`config.mk`:
```
export PLATFORM = sky130hd
export DESIGN_NAME = eeprom_page_writer
export DESIGN_NICKNAME = d
export VERILOG_FILES = /design/src/rtl/eepw_pkg.sv /design/src/rtl/eepw_timer.sv /design/src/rtl/eepw_gap_mon.sv /design/src/rtl/eepw_page_ptr.sv /design/src/rtl/eeprom_page_writer.sv
export SDC_FILE = /design/constraint.sdc
export NUM_CORES = 1
export LEC_CHECK = 0
export ABC_AREA = 1
export BUFFER_PORTS_ARGS = -buffer_cell sky130_fd_sc_hd__buf_2
export CORE_MARGIN = 2
export CORE_UTILIZATION = 36
export DETAILED_ROUTE_END_ITERATION = 16
export PLACE_DENSITY = 0.63
export SLEW_MARGIN = 30
export SYNTH_ARGS = -nofsm -noshare
export SYNTH_HDL_FRONTEND = slang
export SYNTH_SLANG_ARGS = --single-unit
```
`constraint.sdc`:
```
create_clock -name clk -period 3 [get_ports clk]
set_input_delay 0.45 -clock clk [delete_from_list [all_inputs] [get_ports clk]]
set_output_delay 0.45 -clock clk [all_outputs]
set_load 0.01 [all_outputs]
```
`src/rtl/eepw_pkg.sv`:
```
package eepw_pkg;

    typedef enum logic [2:0] {
        ST_IDLE,
        ST_LOAD,
        ST_WE_LOW,
        ST_WE_HIGH,
        ST_PROGRAM
    } eepw_state_e;

    // Minimum limit: round the cycle count up, never below one cycle.
    function automatic int unsigned cyc_ceil(longint unsigned t_ns, longint unsigned hz);
        longint unsigned c;
        c = (t_ns * hz + 64'd999_999_999) / 64'd1_000_000_000;
        if (c == 64'd0) c = 64'd1;
        return c[31:0];
    endfunction

    // Maximum limit: round the cycle count down, never below one cycle.
    function automatic int unsigned cyc_floor(longint unsigned t_ns, longint unsigned hz);
        longint unsigned c;
        c = (t_ns * hz) / 64'd1_000_000_000;
        if (c == 64'd0) c = 64'd1;
        return c[31:0];
    endfunction

endpackage

```
`src/rtl/eepw_timer.sv`:
```
module eepw_timer #(
    parameter int unsigned W = 8
) (
    input  logic         clk,
    input  logic         rst,
    input  logic         load,
    input  logic [W-1:0] load_val,
    output logic         expired
);
    logic [W-1:0] cnt;

    always_ff @(posedge clk) begin
        if (rst)              cnt <= '0;
        else if (load)        cnt <= load_val;
        else if (cnt != '0)   cnt <= cnt - 1'b1;
    end

    assign expired = (cnt == '0);
endmodule

```
`src/rtl/eepw_gap_mon.sv`:
```
module eepw_gap_mon #(
    parameter int unsigned LIMIT = 16,
    parameter int unsigned W     = $clog2(LIMIT + 1)
) (
    input  logic         clk,
    input  logic         rst,
    input  logic         clear,
    input  logic         run,
    output logic [W-1:0] gap,
    output logic         last_slot
);
    always_ff @(posedge clk) begin
        if (rst)                        gap <= '0;
        else if (clear)                 gap <= '0;
        else if (run && (gap != '1))    gap <= gap + 1'b1;
    end

    // The next strobe fall may still be issued from this cycle, but not later.
    assign last_slot = (gap >= W'(LIMIT - 1));
endmodule

```
`src/rtl/eepw_page_ptr.sv`:
```
module eepw_page_ptr #(
    parameter int unsigned ADDR_W    = 15,
    parameter int unsigned PAGE_BITS = 6
) (
    input  logic              clk,
    input  logic              rst,
    input  logic              load,
    input  logic [ADDR_W-1:0] load_addr,
    input  logic              advance,
    output logic [ADDR_W-1:0] cur_addr,
    output logic              page_tail
);
    always_ff @(posedge clk) begin
        if (rst)          cur_addr <= '0;
        else if (load)    cur_addr <= load_addr;
        else if (advance) cur_addr <= cur_addr + 1'b1;
    end

    assign page_tail = &cur_addr[PAGE_BITS-1:0];
endmodule

```
`src/rtl/eeprom_page_writer.sv`:
```
module eeprom_page_writer #(
    parameter int unsigned CLK_HZ       = 125_000_000,
    parameter int unsigned ADDR_W       = 15,
    parameter int unsigned DATA_W       = 8,
    parameter int unsigned PAGE_BITS    = 6,
    parameter int unsigned T_WP_NS      = 200,
    parameter int unsigned T_BLC_MIN_NS = 400,
    parameter int unsigned T_BLC_MAX_NS = 30_000,
    parameter int unsigned T_WC_NS      = 15_000_000
) (
    input  logic              clk,
    input  logic              rst,
    input  logic              cmd_valid,
    input  logic [ADDR_W-1:0] cmd_addr,
    output logic              cmd_ready,
    input  logic              in_valid,
    input  logic [DATA_W-1:0] in_data,
    input  logic              in_last,
    output logic              in_ready,
    output logic              busy,
    output logic              done,
    output logic              page_cut,
    output logic [ADDR_W-1:0] ee_addr,
    output logic [DATA_W-1:0] ee_dq_out,
    output logic              ee_dq_en,
    output logic              ee_ce_n,
    output logic              ee_we_n,
    output logic              ee_oe_n
);
    import eepw_pkg::*;

    localparam int unsigned WP_CYC      = cyc_ceil(64'(T_WP_NS), 64'(CLK_HZ));
    localparam int unsigned BLC_MIN_CYC = cyc_ceil(64'(T_BLC_MIN_NS), 64'(CLK_HZ));
    localparam int unsigned BLC_MAX_CYC = cyc_floor(64'(T_BLC_MAX_NS), 64'(CLK_HZ));
    localparam int unsigned WC_CYC      = cyc_ceil(64'(T_WC_NS), 64'(CLK_HZ));
    localparam int unsigned HOLD_CYC    = (BLC_MIN_CYC > WP_CYC + 1) ? (BLC_MIN_CYC - WP_CYC - 1) : 1;
    localparam int unsigned TMR_MAX_A   = (WC_CYC > WP_CYC) ? WC_CYC : WP_CYC;
    localparam int unsigned TMR_MAX     = (TMR_MAX_A > HOLD_CYC) ? TMR_MAX_A : HOLD_CYC;
    localparam int unsigned TW          = $clog2(TMR_MAX + 1);
    localparam int unsigned GW          = $clog2(BLC_MAX_CYC + 1);

    eepw_state_e state, state_nx;

    logic              tmr_load, tmr_expired;
    logic [TW-1:0]     tmr_val;
    logic [GW-1:0]     gap;
    logic              gap_last_slot;
    logic [ADDR_W-1:0] cur_addr;
    logic              page_tail;

    logic [ADDR_W-1:0] bus_addr;
    logic [DATA_W-1:0] bus_data;
    logic              page_open, last_r, tail_r, cut_r, done_r;

    logic cmd_take, accept, timeout, enter_prog;

    assign cmd_take   = (state == ST_IDLE) && cmd_valid;
    assign accept     = (state == ST_LOAD) && in_valid;
    assign timeout    = (state == ST_LOAD) && page_open && !in_valid && gap_last_slot;
    assign enter_prog = (state_nx == ST_PROGRAM) && (state != ST_PROGRAM);

    eepw_timer #(.W(TW)) u_timer (
        .clk      (clk),
        .rst      (rst),
        .load     (tmr_load),
        .load_val (tmr_val),
        .expired  (tmr_expired)
    );

    eepw_gap_mon #(.LIMIT(BLC_MAX_CYC), .W(GW)) u_gap (
        .clk       (clk),
        .rst       (rst),
        .clear     (accept),
        .run       (page_open),
        .gap       (gap),
        .last_slot (gap_last_slot)
    );

    eepw_page_ptr #(.ADDR_W(ADDR_W), .PAGE_BITS(PAGE_BITS)) u_ptr (
        .clk       (clk),
        .rst       (rst),
        .load      (cmd_take),
        .load_addr (cmd_addr),
        .advance   (accept),
        .cur_addr  (cur_addr),
        .page_tail (page_tail)
    );

    // Next-state logic
    always_comb begin
        state_nx = state;
        unique case (state)
            ST_IDLE:    if (cmd_valid)   state_nx = ST_LOAD;
            ST_LOAD:    if (in_valid)    state_nx = ST_WE_LOW;
                        else if (timeout) state_nx = ST_PROGRAM;
            ST_WE_LOW:  if (tmr_expired) state_nx = ST_WE_HIGH;
            ST_WE_HIGH: if (tmr_expired) state_nx = (last_r || tail_r) ? ST_PROGRAM : ST_LOAD;
            ST_PROGRAM: if (tmr_expired) state_nx = last_r ? ST_IDLE : ST_LOAD;
            default:                     state_nx = ST_IDLE;
        endcase
    end

    // Interval timer is reloaded on entry to every timed state
    always_comb begin
        tmr_load = (state_nx != state);
        tmr_val  = '0;
        unique case (state_nx)
            ST_WE_LOW:  tmr_val = TW'(WP_CYC - 1);
            ST_WE_HIGH: tmr_val = TW'(HOLD_CYC - 1);
            ST_PROGRAM: tmr_val = TW'(WC_CYC - 1);
            default:    tmr_load = 1'b0;
        endcase
    end

    // State register
    always_ff @(posedge clk) begin
        if (rst) state <= ST_IDLE;
        else     state <= state_nx;
    end

    // Bus latches and burst flags
    always_ff @(posedge clk) begin
        if (rst) begin
            bus_addr  <= '0;
            bus_data  <= '0;
            page_open <= 1'b0;
            last_r    <= 1'b0;
            tail_r    <= 1'b0;
            cut_r     <= 1'b0;
            done_r    <= 1'b0;
        end else begin
            done_r <= (state == ST_PROGRAM) && (state_nx == ST_IDLE);
            if (cmd_take) begin
                cut_r  <= 1'b0;
                last_r <= 1'b0;
            end
            if (accept) begin
                bus_addr  <= cur_addr;
                bus_data  <= in_data;
                last_r    <= in_last;
                tail_r    <= page_tail;
                page_open <= 1'b1;
            end
            if (enter_prog) begin
                page_open <= 1'b0;
                if (timeout) cut_r <= 1'b1;
            end
        end
    end

    // Outputs
    always_comb begin
        cmd_ready = (state == ST_IDLE);
        in_ready  = (state == ST_LOAD);
        busy      = (state != ST_IDLE);
        done      = done_r;
        page_cut  = cut_r;
        ee_addr   = bus_addr;
        ee_dq_out = bus_data;
        ee_dq_en  = page_open;
        ee_ce_n   = !page_open;
        ee_we_n   = (state != ST_WE_LOW);
        ee_oe_n   = 1'b1;
    end

    // Assertion support: run lengths of the strobe pulse and of the programming wait
    logic [TW-1:0] we_low_len, prog_len;
    always_ff @(posedge clk) begin
        if (rst) begin
            we_low_len <= '0;
            prog_len   <= '0;
        end else begin
            we_low_len <= ee_we_n ? '0 : we_low_len + 1'b1;
            prog_len   <= (state == ST_PROGRAM) ? prog_len + 1'b1 : '0;
        end
    end

    p_we_width_r2: assert property (@(posedge clk) disable iff (rst)
        $rose(ee_we_n) |-> (we_low_len == TW'(WP_CYC)));

    p_bus_stable_r2: assert property (@(posedge clk) disable iff (rst)
        (!ee_we_n && $past(!ee_we_n)) |-> ($stable(ee_addr) && $stable(ee_dq_out)));

    p_min_spacing_r3: assert property (@(posedge clk) disable iff (rst)
        ($fell(ee_we_n) && $past(!ee_ce_n)) |-> ($past(gap) >= GW'(BLC_MIN_CYC - 1)));

    p_max_window_r4: assert property (@(posedge clk) disable iff (rst)
        !ee_ce_n |-> (gap < GW'(BLC_MAX_CYC)));

    p_same_page_r5: assert property (@(posedge clk) disable iff (rst)
        ($fell(ee_we_n) && $past(!ee_ce_n)) |->
        (ee_addr[ADDR_W-1:PAGE_BITS] == $past(ee_addr[ADDR_W-1:PAGE_BITS])));

    p_prog_len_r6: assert property (@(posedge clk) disable iff (rst)
        (($past(state) == ST_PROGRAM) && (state != ST_PROGRAM)) |-> (prog_len >= TW'(WC_CYC)));

    p_prog_quiet_r6: assert property (@(posedge clk) disable iff (rst)
        (state == ST_PROGRAM) |-> (ee_ce_n && ee_we_n && !ee_dq_en && !in_ready));

    p_done_pulse_r8: assert property (@(posedge clk) disable iff (rst)
        done |-> (!busy && $past(busy)));

    p_ce_covers_we_r10: assert property (@(posedge clk) disable iff (rst)
        !ee_we_n |-> !ee_ce_n);
endmodule

```
== Word-level counts from Yosys, hierarchy flattened ==
Index checks and enable logic that the tools add are counted.

* $add $sub $neg: 3
* $lt $le $gt $ge: 1
* Eq/ne operators: 11
* Mux-type cells: 20
* Reduce and logical (&&, ||, !) cells: 22

{| class="wikitable"
|+ Operators with widths
! kind !! count
|-
| $pmux W21 S3 || 1
|-
| $mux W21 || 2
|-
| $mux W15 || 2
|-
| $logic_not A21 Y1 || 1
|-
| $mux W3 || 7
|-
| $reduce_bool A21 Y1 || 1
|-
| $sub A21 B1 Y21 const B || 1
|-
| $add A15 B1 Y15 const B || 1
|-
| $pmux W3 S5 || 1
|-
| $add A12 B1 Y12 const B || 1
|-
| $eq A3 B2 Y1 const B || 4
|-
| $ge A12 B12 Y1 const B || 1
|-
| $ne A12 B12 Y1 const B || 1
|-
| $logic_and A1 B1 Y1 || 8
|-
| $mux W1 || 7
|-
| $eq A3 B3 Y1 const B || 2
|-
| $logic_not A3 Y1 || 2
|-
| $reduce_and A6 Y1 || 1
|-
| $reduce_bool A2 Y1 || 2
|-
| $reduce_or A2 Y1 || 2
|-
| $eq A3 B1 Y1 const B || 1
|-
| $ne A3 B2 Y1 const B || 1
|-
| $ne A3 B3 Y1 || 1
|-
| $ne A3 B3 Y1 const B || 1
|-
| 4 further kinds || 5
|}

* Register bits after elaboration: 79
* Bits of input ports: 28
* Output and inout bits: 32
* Logic and storage cells: 68

== Logic depth before layout (Yosys ltp) ==
* Depth after elaboration: 11
* Gate-level depth with buffers: 20
* Depth with buffers taken out: 19

== Modules after synthesis ==
A second synthesis with hierarchy kept.

* Cell total of the unflattened synthesis: 676
* Area, all modules: 4500.6 um2

{| class="wikitable"
|+ Modules (own cells, without submodules)
! module !! times used !! cells each !! area an instance (um2)
|-
| eepw_timer || 1 || 224 || 1415.1
|-
| eeprom_page_writer || 1 || 192 || 1350.0
|-
| eepw_page_ptr || 1 || 138 || 954.7
|-
| eepw_gap_mon || 1 || 122 || 780.7
|}

== Worst setup path before layout ==
OpenSTA, ideal clock, no wires.

* Kind: register to register
* From: register u_timer.cnt[0]
* To: register u_timer.cnt[12]
* Arrival time: 1.942 ns
* Data required time: 2.886 ns
* Path slack: 0.944 ns
* Stages on the path, launching flop included: 18
* Path buffers: 2
* Cells stage by stage: dfxtp_1 > inv_1 > ha_1 > nand2_2 > nor2_4 > nand3_4 > inv_2 > nand3_2 > nand2_4 > inv_2 > nand2_1 > a21oi_2 > nand2_2 > nand2_2 > buf_6 > buf_6 > a21oi_1 > nor2_1

* Word-level cells in the longest chain between the ends: 7

{| class="wikitable"
|+ RTL lines
! what !! RTL line !! source
|-
| start: declaration || eepw_timer.sv:10 || <nowiki>logic [W-1:0] cnt;</nowiki>
|-
| start signal: assignment || eepw_timer.sv:14 || <nowiki>else if (load) cnt <= load_val;</nowiki>
|-
| start signal: assignment || eepw_timer.sv:15 || <nowiki>else if (cnt != '0) cnt <= cnt - 1'b1;</nowiki>
|-
| $logic_not A21 Y1 || eepw_timer.sv:18 || <nowiki>assign expired = (cnt == '0);</nowiki>
|-
| $mux W3, on equally long branches || eeprom_page_writer.sv:98, eeprom_page_writer.sv:96, eeprom_page_writer.sv:97 ||
|-
| $pmux W3 S5 || eeprom_page_writer.sv:92 || <nowiki>unique case (state)</nowiki>
|-
| $eq A3 B3 Y1 or $eq A3 B2 Y1 (tied branches) || eeprom_page_writer.sv:107 || <nowiki>unique case (state_nx)</nowiki>
|-
| $reduce_or A3 Y1 (no line) || - ||
|-
| $mux W1 || eeprom_page_writer.sv:107 ||
|-
| $mux W21 or $reduce_bool A2 Y1 (tied branches) || - ||
|}

Parallel ways exist; a longest one is shown, timed or not. The select of a mux whose other input is x is not followed.
A chain may end at the register's enable or synchronous reset.

== Final worst setup path ==
* From: register u_timer.cnt[0]
* To: register u_timer.cnt[18]

Same word-level chain as after synthesis.

==> impl_metrics.yaml <==
timing:
  period_minus_slack_ns: 2.68
  rsz0062_at_grt: "false"
  fin_crit_sh_pct: 89.4
  fin_ws_ns: 0.318
  maxSlewHeadroom_pct: 63.7
  fmax_mhz: 373
  skew_ns: 0.00547
  setup_viol: 0
  finalHoldViolCount: 0
  drv_slew: 0
  tns_ns: 0
  tightestPinTransition_ns: 0.544
setup_path:
  crit_top_cell: "nand2_2"
  cp_top_family: "simple AND/OR/NAND/NOR gates"
  cp_num_buf_inv: 2
  end_kind: "flop"
  critical_path.max_stage_delay_ns: 0.34
  crit_chain: "inv_1, ha_1, nand2_2, nor2_4, nand3_4, inv_2, nand3_2, nand2_4, nor2_2, a21oi_2, nand2_2, nand2_2, nand2_1, nand2_2, nor2_1"
  worstSetupPathType: "flop to flop"
  required_ns: 3.26
  reg2reg_slack_ns: 0.32
  crit_slowest_cell: "dfxtp_1"
  ff2ff_path_depth: 15
  worstSetupPathDepth: 15
  critPathMaxFanout: 20
  crit_path_start_kind: "flop"
  crit_arrival_ns: 2.94
final_layout:
  syn_to_final_growth_pct: 15.2
  num_antenna_cells: 0
  drive_gt1_share_pct: 18.5
  multi_input_area_um2: 1990
  fillCellCount: 1122
  final_nets: 633
  seqCellArea_um2: 1580
clock_network:
  cts_resized: 0
  cts_hold_buf: 0
  cts_setup_buffers: 0
  cts_root_buf: "clkbuf_8"
  clockBufferDepth: 2
  cts.reportedPaths.clkPinSlew_ns: 0.08
  cts_buffers: 9
  ctsHtreeMaxLevel: 3
  clk_latency_ns: 0.36
  cts_tree: "yes"
  clkSinkCount: 79
floorplanning:
  die_area_um2: 11600
  fp.dieW_um: 108
  coreArea_um2: 10400
  initial_core_util_pct: 37.3
  io-pin-count: 60
  die-height_um: 108
  rows: 37
synth:
  synth_ff_type: "dfxtp_1"
  synth_seq_cells: 79
  synth.distinct_cells: 38
  async_flop_share_pct: 0
  synthCells: 544
  synth_top_family_by_area: "simple AND/OR/NAND/NOR gates"
  synth_nets: 577
  synthAdderAreaFrac_pct: 1.62
  synthMuxAreaShare_pct: 0
  netlist_area_um2: 3870
  postSynthAreaPerCell_um2: 7.11
  synth_compound_area_share_pct: 12.9
  synth-edff-count: 0
  yosysWarnings: 0
  synth-simple-area-share_pct: 31.6
  synth_xor_area_share_pct: 5.21
  seq_area_frac_synth_pct: 40.9
power_and_ir_drop:
  p_comb_share_pct: 45.1
  p_sw_share_pct: 43.2
  p_int_w: 0.00227
  p_per_area_nw_per_um2: 895
  seqPwrFrac_pct: 36.1
  p_clk_share_pct: 18.8
  p_leak_nw: 1.99
  vdd_drop_max_mv: 0.325
  switchingPower_w: 0.00172
placed_design:
  dp_hpwl_um: 6930
  place_ws_ns: 0.337
  place.gp.congestion: 0.890
  portBuffers: 58
drt:
  ant_nets: 0
  wl_um: 9450
  dr.pass1.iters: 4
  wl_per_cell_um: 12.7
  drc: 0
  drt_iter0_markers: 164
  vias: 3599
  viasPerCell: 4.86
min_path:
  hold_depth: 3
  hold_path.class: "input port to flop"
grt:
  grt_max_degree: 28
  grt_overflow: 0
  antenna_found_initial: 0
  grt_pass1_wl_um: 16100
  grt_usage_pct: 17.6
  grt_pass1_vias: 3531
run:
  drv_cap: 0
outcome:
  outcome: "completed"
-- registers in the layout, summed over array words and instances, names as in the netlist --
register and flops:
u_timer.cnt 21, u_gap.gap 12, u_ptr.cur_addr 15, page_cut 1, state 3, last_r 1
done 1, tail_r 1, ee_addr 15, ee_dq_en 1, ee_dq_out 8
-- power by group through the flow --
| stage | Clock [W] | Sequential [W] | Combinational, W |
|---|---|---|---|
| 2_1_floorplan | 0 | 0.00143 | 0.00147 |
| 3_3_place_gp | 0 | 0.00146 | 0.00178 |
| 3_5_place_dp | 0 | 0.00146 | 0.00179 |
| 4_1_cts | 0.000766 | 0.00144 | 0.00180 |
| 5_1_grt | 0.000812 | 0.00147 | 0.00207 |
| 6_report | 0.000749 | 0.00144 | 0.00180 |
-- synth_stat cells (3+ instances only) --
cell	n	share of area [%]
nand2_1	117	11
nor3_1	12	1.6
buf_6	3	0.87
nand4_1	7	1.1
nand3b_1	4	0.78
nand3_1	23	3.0
nor2_2	6	0.97
xor2_1	14	3.2
ha_1	5	1.6
inv_1	50	4.9
xnor2_1	9	2.0
o21ai_0	44	5.7
or2_2	8	1.3
nor2_1	76	7.4
nor4_1	4	0.65
a21oi_1	36	4.7
dfxtp_1	79	41
buf_1	3	0.29
nand2_2	8	1.3
clkbuf_1	10	0.97
-- through the flow --
step	hold WS (ns)	utilization, %	instance area, µm²	instances	total power [W]
2_1_floorplan	0.441	-	3870	544	0.00290
3_3_place_gp	0.443	41.2	4270	725	0.00323
5_1_grt	0.359	43.0	4450	741	0.00435
3_5_place_dp	0.440	41.2	4270	725	0.00325
6_report	0.338	43.0	4450	741	0.00399
4_1_cts	0.325	43.0	4450	741	0.00400
-- metal layers --
metal / track usage, % / wire length [µm] / up-vias
li1: - / - / 1866
met4: 8.70 / 223 / 0
met2: 29.2 / 4380 / 95
met1: 21.9 / 4340 / 1619
met5: 0 / 0 / -
met3: 3.09 / 500 / 19
-- logic make-up (layout without fill, tap and decap cells) --
| logic type | count (synthesis) | after routing |
|---|---|---|
| buffers and inverters | 71 | 132 |
| DFF | 79 | 79 |
| xor gates and xnor gates | 23 | 23 |
| and+or+nand+nor | 272 | 272 |
| other | 1 | 1 |
| AOI/OAI and AO/OA | 93 | 93 |
| adders and majority gates | 5 | 5 |
-- final timing paths --
check	to	startpoint
max	u_timer.cnt[18]	u_timer.cnt[0]
min	ee_dq_out[2]	in_data[2]
max reg2reg	u_timer.cnt[18]	u_timer.cnt[0]
min reg2reg	ee_addr[1]	ee_addr[1]
-- layout make-up --
cell class / instances / area share [%]
multi-input combinational: 394 / 44.7
sequential: 79 / 35.5
timing repair buffer: 64 / 7.53
clock buffer: 11 / 3.40
clock inverter: 5 / 0.702
inverter: 52 / 4.38
tap: 136 / 3.82
-- cell usage in the layout, fill, tap and decap left out --
cell	synthesis	final
clkbuf_8	0	11
o21ai_1	1	1
nand2_2	8	8
clkinv_2	0	3
nor2_1	76	76
dfxtp_1	79	79
nand3_2	1	1
inv_2	2	2
nor4_1	4	4
nand3_1	23	23
nand2_4	1	1
o31ai_1	1	1
o221ai_1	2	2
xnor2_1	9	9
or2_2	8	8
nand3_4	1	1
a21oi_2	2	2
buf_2	2	58
xor2_1	14	14
nor2_4	2	2
o21a_1	1	1
inv_6	0	1
buf_4	1	6
a21oi_1	36	36
nor3_1	12	12
nand3b_1	4	4
a31oi_1	2	2
nand2_1	117	117
ha_1	5	5
nor3b_1	1	1
clkinvlp_4	0	1
nand4_1	7	7
a221oi_1	2	2
nor2_2	6	6
a211oi_1	2	2
nor3_4	1	1
conb_1	1	1
inv_1	50	50
o21ai_0	44	44
-- tightest hold or removal path: cells and delay by family --
kind                   cells  cell delay, ns
AND/OR/NAND/NOR            1            0.07
buffers and inverters      1            0.07
AO/OA/AOI/OAI              1            0.07
Power figures use the tool's default switching activity.
